==> config.mk <==
export PLATFORM = sky130hd
export DESIGN_NAME = exc_dispatch
export DESIGN_NICKNAME = d
export VERILOG_FILES = /design/src/rtl/exc_dispatch_pkg.sv /design/src/rtl/exc_dispatch_classify.sv /design/src/rtl/exc_dispatch_vector.sv /design/src/rtl/exc_dispatch.sv
export SDC_FILE = /design/constraint.sdc
export NUM_CORES = 1
export LEC_CHECK = 0
export ABC_AREA = 0
export BUFFER_PORTS_ARGS = -buffer_cell sky130_fd_sc_hd__buf_2
export CELL_PAD_IN_SITES_DETAIL_PLACEMENT = 1
export CELL_PAD_IN_SITES_GLOBAL_PLACEMENT = 2
export CORE_AREA = 5 5 173 158
export CTS_BUF_LIST = sky130_fd_sc_hd__clkbuf_8 sky130_fd_sc_hd__clkbuf_16
export CTS_CLUSTER_DIAMETER = 30
export CTS_CLUSTER_SIZE = 16
export DETAILED_ROUTE_END_ITERATION = 8
export DIE_AREA = 0 0 178 163
export PLACE_DENSITY = 0.9
export SYNTH_ARGS = -nofsm -noshare
export SYNTH_HDL_FRONTEND = slang
export SYNTH_HIERARCHICAL = 1
export SYNTH_SLANG_ARGS = --single-unit
export TNS_END_PERCENT = 10
==> constraint.sdc <==
create_clock -name clk -period 6.16 [get_ports clk]
set_input_delay 0.616 -clock clk [delete_from_list [all_inputs] [get_ports clk]]
set_output_delay 0.616 -clock clk [all_outputs]
set_load 0.005 [all_outputs]
==> src/rtl/exc_dispatch_pkg.sv <==
package exc_dispatch_pkg;

    localparam int PS_LVL_W = 4;

    typedef enum logic [2:0] {
        VK_NONE   = 3'd0,
        VK_KERNEL = 3'd1,
        VK_USER   = 3'd2,
        VK_DOUBLE = 3'd3,
        VK_DEBUG  = 3'd4
    } vec_kind_e;

    typedef enum logic [1:0] {
        EV_NONE = 2'd0,
        EV_EXC  = 2'd1,
        EV_DBG  = 2'd2,
        EV_IRQ  = 2'd3
    } event_e;

    typedef struct packed {
        logic                excm;
        logic                um;
        logic [PS_LVL_W-1:0] ilvl;
    } status_t;

endpackage

==> src/rtl/exc_dispatch_classify.sv <==
module exc_dispatch_classify
    import exc_dispatch_pkg::*;
#(
    parameter int DEBUG_LEVEL = 6
) (
    input  logic      exc_valid_i,
    input  logic      irq_l1_i,
    input  logic      dbg_valid_i,
    input  status_t   ps_i,
    output event_e    ev_o,
    output vec_kind_e kind_o
);
    localparam logic [PS_LVL_W-1:0] DBG_LVL = PS_LVL_W'(DEBUG_LEVEL);

    logic dbg_ok;
    logic irq_ok;

    always_comb begin
        dbg_ok = dbg_valid_i && (ps_i.ilvl < DBG_LVL);
        irq_ok = irq_l1_i && (ps_i.ilvl == '0);

        if (exc_valid_i)  ev_o = EV_EXC;
        else if (dbg_ok)  ev_o = EV_DBG;
        else if (irq_ok)  ev_o = EV_IRQ;
        else              ev_o = EV_NONE;

        case (ev_o)
            EV_DBG:  kind_o = VK_DEBUG;
            EV_NONE: kind_o = VK_NONE;
            default: begin
                if (ps_i.excm)    kind_o = VK_DOUBLE;
                else if (ps_i.um) kind_o = VK_USER;
                else              kind_o = VK_KERNEL;
            end
        endcase
    end
endmodule

==> src/rtl/exc_dispatch_vector.sv <==
module exc_dispatch_vector
    import exc_dispatch_pkg::*;
#(
    parameter int          XLEN            = 32,
    parameter bit          RELOC_EN        = 1'b1,
    parameter logic [31:0] DEFAULT_VECBASE = 32'h4000_0000,
    parameter logic [31:0] KERNEL_VEC      = 32'h4000_0300,
    parameter logic [31:0] USER_VEC        = 32'h4000_0340,
    parameter logic [31:0] DOUBLE_VEC      = 32'h4000_03C0,
    parameter logic [31:0] DEBUG_VEC       = 32'h4000_0280
) (
    input  vec_kind_e         kind_i,
    input  logic [XLEN-1:0]   vecbase_i,
    output logic [XLEN-1:0]   vec_o,
    output logic              unconfigured_o
);
    logic [XLEN-1:0] fixed;

    always_comb begin
        case (kind_i)
            VK_KERNEL: fixed = XLEN'(KERNEL_VEC);
            VK_USER:   fixed = XLEN'(USER_VEC);
            VK_DOUBLE: fixed = XLEN'(DOUBLE_VEC);
            VK_DEBUG:  fixed = XLEN'(DEBUG_VEC);
            default:   fixed = '0;
        endcase
        unconfigured_o = (fixed == '0);
    end

    generate
        if (RELOC_EN) begin : g_reloc
            assign vec_o = fixed - XLEN'(DEFAULT_VECBASE) + vecbase_i;
        end else begin : g_fixed
            logic unused_vecbase;
            assign unused_vecbase = ^vecbase_i;
            assign vec_o = fixed;
        end
    endgenerate
endmodule

==> src/rtl/exc_dispatch.sv <==
module exc_dispatch
    import exc_dispatch_pkg::*;
#(
    parameter int          XLEN            = 32,
    parameter int          CAUSE_W         = 6,
    parameter int          DEBUG_LEVEL     = 6,
    parameter bit          HAS_DEPC        = 1'b1,
    parameter bit          RELOC_EN        = 1'b1,
    parameter int          L1_CAUSE        = 4,
    parameter logic [31:0] DEFAULT_VECBASE = 32'h4000_0000,
    parameter logic [31:0] KERNEL_VEC      = 32'h4000_0300,
    parameter logic [31:0] USER_VEC        = 32'h4000_0340,
    parameter logic [31:0] DOUBLE_VEC      = 32'h4000_03C0,
    parameter logic [31:0] DEBUG_VEC       = 32'h4000_0280
) (
    input  logic               clk,
    input  logic               rst_n,
    input  logic [XLEN-1:0]    vecbase_i,
    input  logic               ps_wr_en_i,
    input  logic [5:0]         ps_wr_data_i,
    input  logic               exc_valid_i,
    input  logic               irq_l1_i,
    input  logic               dbg_valid_i,
    input  logic [XLEN-1:0]    event_pc_i,
    input  logic [CAUSE_W-1:0] cause_i,
    input  logic               has_vaddr_i,
    input  logic [XLEN-1:0]    vaddr_i,
    output logic               taken_o,
    output logic               err_o,
    output logic [2:0]         vec_kind_o,
    output logic [XLEN-1:0]    vec_addr_o,
    output logic [5:0]         ps_o,
    output logic [XLEN-1:0]    epc1_o,
    output logic [XLEN-1:0]    depc_o,
    output logic [XLEN-1:0]    epc_dbg_o,
    output logic [5:0]         eps_dbg_o,
    output logic [CAUSE_W-1:0] exccause_o,
    output logic [XLEN-1:0]    excvaddr_o,
    output logic [CAUSE_W-1:0] dbgcause_o
);
    localparam logic [PS_LVL_W-1:0] DBG_LVL  = PS_LVL_W'(DEBUG_LEVEL);
    localparam logic [CAUSE_W-1:0]  IRQ_CODE = CAUSE_W'(L1_CAUSE);

    typedef struct packed {
        status_t            ps;
        logic [XLEN-1:0]    epc1;
        logic [XLEN-1:0]    depc;
        logic [XLEN-1:0]    epc_dbg;
        status_t            eps_dbg;
        logic [CAUSE_W-1:0] exccause;
        logic [XLEN-1:0]    excvaddr;
        logic [CAUSE_W-1:0] dbgcause;
        logic [XLEN-1:0]    vec_addr;
        vec_kind_e          kind;
        logic               taken;
        logic               err;
    } state_t;

    state_t    st_d, st_q;
    event_e    ev;
    vec_kind_e kind;
    logic [XLEN-1:0] vec;
    logic            vec_zero;

    exc_dispatch_classify #(
        .DEBUG_LEVEL (DEBUG_LEVEL)
    ) u_classify (
        .exc_valid_i (exc_valid_i),
        .irq_l1_i    (irq_l1_i),
        .dbg_valid_i (dbg_valid_i),
        .ps_i        (st_q.ps),
        .ev_o        (ev),
        .kind_o      (kind)
    );

    exc_dispatch_vector #(
        .XLEN            (XLEN),
        .RELOC_EN        (RELOC_EN),
        .DEFAULT_VECBASE (DEFAULT_VECBASE),
        .KERNEL_VEC      (KERNEL_VEC),
        .USER_VEC        (USER_VEC),
        .DOUBLE_VEC      (DOUBLE_VEC),
        .DEBUG_VEC       (DEBUG_VEC)
    ) u_vector (
        .kind_i         (kind),
        .vecbase_i      (vecbase_i),
        .vec_o          (vec),
        .unconfigured_o (vec_zero)
    );

    always_comb begin
        st_d       = st_q;
        st_d.taken = 1'b0;
        st_d.err   = 1'b0;

        case (ev)
            EV_EXC, EV_IRQ: begin
                st_d.exccause = (ev == EV_EXC) ? cause_i : IRQ_CODE;
                if (ev == EV_EXC && has_vaddr_i) begin
                    st_d.excvaddr = vaddr_i;
                end
                if (kind == VK_DOUBLE && HAS_DEPC) begin
                    st_d.depc = event_pc_i;
                end else begin
                    st_d.epc1 = event_pc_i;
                end
                st_d.ps.excm = 1'b1;
            end
            EV_DBG: begin
                st_d.dbgcause = cause_i;
                st_d.epc_dbg  = event_pc_i;
                st_d.eps_dbg  = st_q.ps;
                st_d.ps.ilvl  = DBG_LVL;
                st_d.ps.excm  = 1'b1;
            end
            default: begin
                if (ps_wr_en_i) begin
                    st_d.ps = status_t'(ps_wr_data_i);
                end
            end
        endcase

        if (ev != EV_NONE) begin
            st_d.kind = kind;
            if (vec_zero) begin
                st_d.err = 1'b1;
            end else begin
                st_d.taken    = 1'b1;
                st_d.vec_addr = vec;
            end
        end
    end

    always_ff @(posedge clk or negedge rst_n) begin
        if (!rst_n) begin
            st_q <= '0;
        end else begin
            st_q <= st_d;
        end
    end

    assign taken_o    = st_q.taken;
    assign err_o      = st_q.err;
    assign vec_kind_o = st_q.kind;
    assign vec_addr_o = st_q.vec_addr;
    assign ps_o       = st_q.ps;
    assign epc1_o     = st_q.epc1;
    assign depc_o     = st_q.depc;
    assign epc_dbg_o  = st_q.epc_dbg;
    assign eps_dbg_o  = st_q.eps_dbg;
    assign exccause_o = st_q.exccause;
    assign excvaddr_o = st_q.excvaddr;
    assign dbgcause_o = st_q.dbgcause;


    taken_err_excl_chk: assert property (@(posedge clk) disable iff (!rst_n)
        !(taken_o && err_o));


    double_select_chk: assert property (@(posedge clk) disable iff (!rst_n)
        (exc_valid_i && ps_o[5]) |=> (vec_kind_o == 3'd3));


    excm_after_exc_chk: assert property (@(posedge clk) disable iff (!rst_n)
        exc_valid_i |=> (ps_o[5] && exccause_o == $past(cause_i)));


    kernel_epc1_chk: assert property (@(posedge clk) disable iff (!rst_n)
        (exc_valid_i && !ps_o[5]) |=> (epc1_o == $past(event_pc_i)));


    dbg_gated_chk: assert property (@(posedge clk) disable iff (!rst_n)
        (dbg_valid_i && !exc_valid_i && !irq_l1_i && ps_o[3:0] >= DBG_LVL)
        |=> ($stable(dbgcause_o) && !taken_o && !err_o));


    taken_sets_excm_chk: assert property (@(posedge clk) disable iff (!rst_n)
        taken_o |-> ps_o[5]);
endmodule

==> results of run 1 <==
final cells by class:
type	instances	area (µm²)
Fill cell	2789	14600
Sequential cell	189	4730
Multi-Input combinational cell	398	3630
Timing Repair Buffer	310	1580
Tap cell	348	435
Clock buffer	17	425
Clock inverter	13	130
Inverter	12	45.0
Antenna cell	1	2.50
routing by layer:
layer  vias up  routed length (µm)  GRT usage, %
met1      3169               10400          21.1
met2       174               13000          30.6
met5         -                   0             0
met4         0                 306          3.62
li1       2864                   -             -
met3        16                1680          4.78
cells by family after synthesis:
kind of cell    synth area share, %
fa+ha+maj                      1.52
xor+xnor                       2.61
compound gates                 4.98
flops                          54.2
simple gates                   12.1
mux                            20.1
buf+inv                        4.49
synth_stat cells (5+ instances only):
library cell / count
a22o_1: 5
and3_1: 5
buf_2: 13
buf_4: 7
buf_6: 16
clkbuf_1: 13
dfrtp_1: 189
ha_1: 9
inv_1: 12
mux2_2: 110
mux2_4: 32
nand2_1: 41
nand2b_1: 33
nand4_1: 12
nand4b_1: 32
nor2_1: 7
nor2b_1: 5
o211ai_1: 32
xnor2_1: 18
xor2_1: 8
worst max path at each step:
stage	end	cells past startpoint
4_1_cts	vec_addr_o[13]	14
3_3_place_gp	vec_addr_o[13]	15
6_report	vec_addr_o[13]	14
5_1_grt	vec_addr_o[13]	14
3_5_place_dp	vec_addr_o[13]	15
2_1_floorplan	vec_addr_o[15]	15
registers in the layout, indices dropped and copies added, names as in the netlist:
| name | count |
|---|---|
| vec_addr_o | 32 |
| err_o | 1 |
| exccause_o | 6 |
| epc1_o | 32 |
| dbgcause_o | 6 |
| taken_o | 1 |
| epc_dbg_o | 32 |
| excvaddr_o | 32 |
| ps_o | 6 |
| vec_kind_o | 3 |
| eps_dbg_o | 6 |
| depc_o | 32 |
critical path, stage by stage, from the launching register on:
cell     delay (ns)
dfrtp_1        0.46
nor3b_2        0.24
a41oi_2        0.25
a21oi_4        0.18
buf_4          0.41
nand2_1        0.08
o21ai_0        0.19
ha_1           0.26
ha_1           0.25
fa_1           0.42
nand3_1        0.10
nand2_1        0.30
and3_2         0.36
xor2_1         0.13
mux2_2         0.25
metrics by stage:
stage               hold slack (ns)  worst slack, ns  utilization [%]
finish                        0.140             2.15             42.9
global route                  0.167             1.90             42.9
CTS                           0.159             2.11             42.9
detailed placement            0.481             1.89             40.7
global placement              0.473             1.93             40.7
floorplan                     0.320             2.85                -
report_power, final:
| group | leakage [µW] | switching (µW) | internal, µW |
|---|---|---|---|
| registers | 0.00224 | 242 | 1670 |
| logic | 0.00276 | 620 | 749 |
| clock network | 0.000270 | 532 | 533 |
| total | 0.00527 | 1390 | 2950 |
==> results.toml, run 1 <==
[status]
outcome = "complete, no violations"

[sta]
timing_max_transition_violations_final = 0
timing.slew.headroom_pct = 33.1
achievable_freq_mhz = 250
period_needed_ns = 4.01
timing_hold_violations_final = 0
final-setup-viol-count = 0
worst-slew-pin-transition_ns = 1.00
finalCritPeriodShare_pct = 65.0
final.setup.tns_ns = 0
rsz_0062_raised_after_global_routing = "no"
timing.clock.skew_ns = 0.0127

[power_and_ir_drop]
power-per-cell-area_mw_per_mm2 = 396
total_power_uw = 4350
static-leakage-power_uw = 0.00527
irDropWorstVdd_mv = 0.168

[cells_and_area]
syn_to_final_growth_pct = 25.8
stdcell_area_mm2 = 0.0110
most_common_cell_after_layout_fill_and_taps_aside = "buf_2"
finish.cell_count_without_fillers = 1288
drive_above_1_share_pct = 53.4
most-common-layout-cells = "302 x buf_2, 189 x dfrtp_1, 110 x mux2_2"
final_net_count = 1053

[cts]
h_tree_levels = 4
ctsLongestPathBuffers = 2
clk_pin_slew_ns = 0.08
clock_tree_from_tritoncts = "done"
cts-hold-fix-buffers = 0
post_cts_resize_count = 0
cts_sinks = 189
postCtsSetupRepairBufs = 0
cts_buffers = 17
cts-root-buf = "clkbuf_16"
worstSkewPairLatency_ns = 0.42

[die]
start_util_pct = 34.1
chipWidth_um = 178
floorplan.core_area_mm2 = 0.0256
num_io_pins = 304
floorplan.die_area_mm2 = 0.0290
placementRows = 56
floorplan.die.height_um = 163

[synthesis]
synth_edf_count = 0
post_synth_arst_share_pct = 100
synthesis.yosys.warnings = 6
post_synth_instance_area_mm2 = 0.00872
synth_cell_type_count = 50
post-synth-top-area-fraction_pct = 54.2
synth-seq-area-share_pct = 54.2
postSynthCellCount = 648
post_synthesis_mean_instance_area_um2 = 13.5
synthDominantAreaCellType = "dfrtp_1"
synth_seq_cells = 189
ys_top_cells_by_area = "dfrtp_1 54%, mux2_2 14%, mux2_4 5.5%"
postSynthNetCount = 773
synth_ff_type = "dfrtp_1"

[worst_setup_path]
crit_type = "register to register"
critPathCaptureType = "register"
regToRegSetupSlack_ns = 2.15
critical_path.startpoint_type = "register"
timing.reg2reg.worst_path_depth = 14
regToRegEndpoint = "vec_addr_o[13]"
cp.arrival_ns = 4.32
worstReg2RegStart = "ps_o[2]"
worstPathMaxFanout = 36
critPathRequiredTime_ns = 6.47
critPathLaunch = "ps_o[2]"

[placement]
finalWeightedCongestion = 0.742
portBuffers = 303
placed_area_mm2 = 0.0104
dpl.cell_count = 1257
place_hpwl_um = 18200

[global_route]
globalRouteOverflowTotal = 0
grt_max_degree = 71
grt_pass1_vias = 6847
antenna_found_initial = 1
grt_pass1_wl_um = 39500
groute.usage.overall_pct = 17.3

[routing]
vias = 6223
dr.pass1.iters = 6
antenna_left = 0
routed_wire_length_per_instance_um = 19.7
drt_iter0_drc = 325
routed_wirelength_um = 25400
vias_per_cell = 4.83
remaining_drc_errors = 0

[run]
drv.max_cap_violation_count = 0

[worst_hold_path]
holdCritPathClass = "primary input to asynchronous set/reset pin"
(Power assumes the default switching activity.)
==> run 2: changes to the inputs <==
--- a/config.mk
+++ b/config.mk
@@ -9,13 +9,13 @@
 export BUFFER_PORTS_ARGS = -buffer_cell sky130_fd_sc_hd__buf_2
 export CELL_PAD_IN_SITES_DETAIL_PLACEMENT = 1
 export CELL_PAD_IN_SITES_GLOBAL_PLACEMENT = 2
-export CORE_AREA = 5 5 173 158
+export CORE_AREA = 5 5 181 165
 export CTS_BUF_LIST = sky130_fd_sc_hd__clkbuf_8 sky130_fd_sc_hd__clkbuf_16
 export CTS_CLUSTER_DIAMETER = 30
 export CTS_CLUSTER_SIZE = 16
 export DETAILED_ROUTE_END_ITERATION = 8
-export DIE_AREA = 0 0 178 163
-export PLACE_DENSITY = 0.9
+export DIE_AREA = 0 0 186 170
+export PLACE_DENSITY = 0.83
 export SYNTH_ARGS = -nofsm -noshare
 export SYNTH_HDL_FRONTEND = slang
 export SYNTH_HIERARCHICAL = 1
==> constraint.sdc (replaced) <==
create_clock -name clk -period 3.7 [get_ports clk]
set_input_delay 0.37 -clock clk [delete_from_list [all_inputs] [get_ports clk]]
set_output_delay 0.37 -clock clk [all_outputs]
set_load 0.005 [all_outputs]
==> results.toml, run 2 (synthesis results as in run 1) <==
[cts]
clock_tree_from_tritoncts = "done"
clk_pin_slew_ns = 0.08
worstSkewPairLatency_ns = 0.43
cts_sinks = 189
postCtsSetupRepairBufs = 0
h_tree_levels = 4
cts-root-buf = "clkbuf_16"
ctsLongestPathBuffers = 2
cts_buffers = 17

[cells_and_area]
most-common-layout-cells = "302 x buf_2, 189 x dfrtp_1, 110 x mux2_2"
drive_above_1_share_pct = 53.7
stdcell_area_mm2 = 0.0112
syn_to_final_growth_pct = 28.2
final_net_count = 1061
most_common_cell_after_layout_fill_and_taps_aside = "buf_2"

[routing]
drt_iter0_drc = 242
routed_wire_length_per_instance_um = 19.5
remaining_drc_errors = 0
vias_per_cell = 4.78
dr.pass1.iters = 4
antenna_left = 0
vias = 6266
routed_wirelength_um = 25500

[die]
num_io_pins = 304
start_util_pct = 31.5
floorplan.core_area_mm2 = 0.0277
chipWidth_um = 186
floorplan.die.height_um = 170
floorplan.die_area_mm2 = 0.0316
placementRows = 58

[sta]
achievable_freq_mhz = 294
timing_max_transition_violations_final = 0
timing.slew.headroom_pct = 50.3
final.setup.tns_ns = 0
finalCritPeriodShare_pct = 92.0
period_needed_ns = 3.41
final-setup-viol-count = 0
timing_hold_violations_final = 0
worst-slew-pin-transition_ns = 0.745
timing.clock.skew_ns = 0.0102
rsz_0062_raised_after_global_routing = "no"

[worst_setup_path]
critical_path.startpoint_type = "register"
cp_cell_sequence = "nand2b_1 > a41oi_4 > a21oi_4 > nor2_2 > nand2_1 > o21ai_0 > ha_1 > ha_1 > fa_1 > nand3_1 > nand2_1 > buf_4 > nand4_1 > xnor2_1 > mux2_2"
critical_path.n_buffers_inverters = 1
critPathCaptureType = "register"
critPathRequiredTime_ns = 4.01
path_delay_family = "adder cells"
cp.arrival_ns = 3.72
worstPathMaxFanout = 8
slowest_delay_ns = 0.43
number_of_gates_on_the_worst_path_with_buffers_counted = 15
crit_type = "register to register"
critPathSlowestCell = "dfrtp_1"
timing.reg2reg.worst_path_depth = 15

[placement]
place_hpwl_um = 18300
finalWeightedCongestion = 0.743
placed_area_mm2 = 0.0105
portBuffers = 303

[run]
drv.max_cap_violation_count = 0

[global_route]
antenna_found_initial = 2
grt_max_degree = 72
grt_pass1_wl_um = 40300
grt_pass1_vias = 6961
globalRouteOverflowTotal = 0
groute.usage.overall_pct = 16.1

[worst_hold_path]
holdCritPathClass = "primary input to register"
timing.hold.worst_path_depth = 2

[power_and_ir_drop]
static-leakage-power_uw = 0.00535
irDropWorstVdd_mv = 0.340
power-per-cell-area_mw_per_mm2 = 670

[status]
outcome = "complete, no violations"
-- run 2: cell count changes in the layout (fill, tap and decap cells not counted), moves of 2 or more --
cell / delta
inv_8: -4
buf_12: +3
bufinv_16: +4
buf_4: +4
clkinv_4: -4
inv_6: +4
clkinvlp_4: +2
-- run 2: layout make-up --
class / instances / area (µm²)
Multi-Input combinational cell: 398 / 3640
Sequential cell: 189 / 4730
Inverter: 12 / 45.0
Clock inverter: 15 / 208
Fill cell: 3065 / 16500
Timing Repair Buffer: 318 / 1680
Tap cell: 360 / 450
Antenna cell: 1 / 2.50
Clock buffer: 17 / 425
-- run 2: layer usage --
| metal | track usage [%] | vias to the layer above | part of all wire, % |
|---|---|---|---|
| li1 | - | 2872 | - |
| met1 | 20.3 | 3190 | 42 |
| met2 | 26.9 | 183 | 49 |
| met3 | 5.19 | 19 | 7.5 |
| met4 | 3.93 | 2 | 1.3 |
| met5 | 0 | - | 0.051 |
-- run 2: power breakdown --
group          internal, µW  switching, µW
Sequential             2780            403
Clock                  1150            866
Combinational          1270           1020
-- run 2: path summary, 6_finish.rpt --
check,start,endpoint,slack [ns]
max,ps_o[3],vec_addr_o[27],0.29
max in group asynchronous,rst_n,epc1_o[22],2.32
max reg2reg,ps_o[3],vec_addr_o[27],0.29
min,vecbase_i[2],vec_addr_o[2],0.17
min in group asynchronous,rst_n,epc_dbg_o[4],0.43
min reg2reg,vec_addr_o[7],vec_addr_o[7],0.50
-- run 2: through the flow --
stage	power [µW]	hold WS [ns]	util [%]	setup slack, ns	std cells
floorplan	4340	0.0744	-	0.505	648
global placement	5480	0.342	37.9	0.254	1276
detailed placement	5570	0.345	37.9	0.141	1276
CTS	7650	0.136	40.3	0.124	1309
global route	8010	0.128	40.3	0.0455	1310
finish	7490	0.166	40.3	0.295	1310
-- run 2: timing repair --
action                                  in CTS  in global routing
hold buffers                                 1                  0
endpoints found under the hold margin       42                  0
gates resized for setup                      0                  2
endpoints found under the setup margin       0                 19
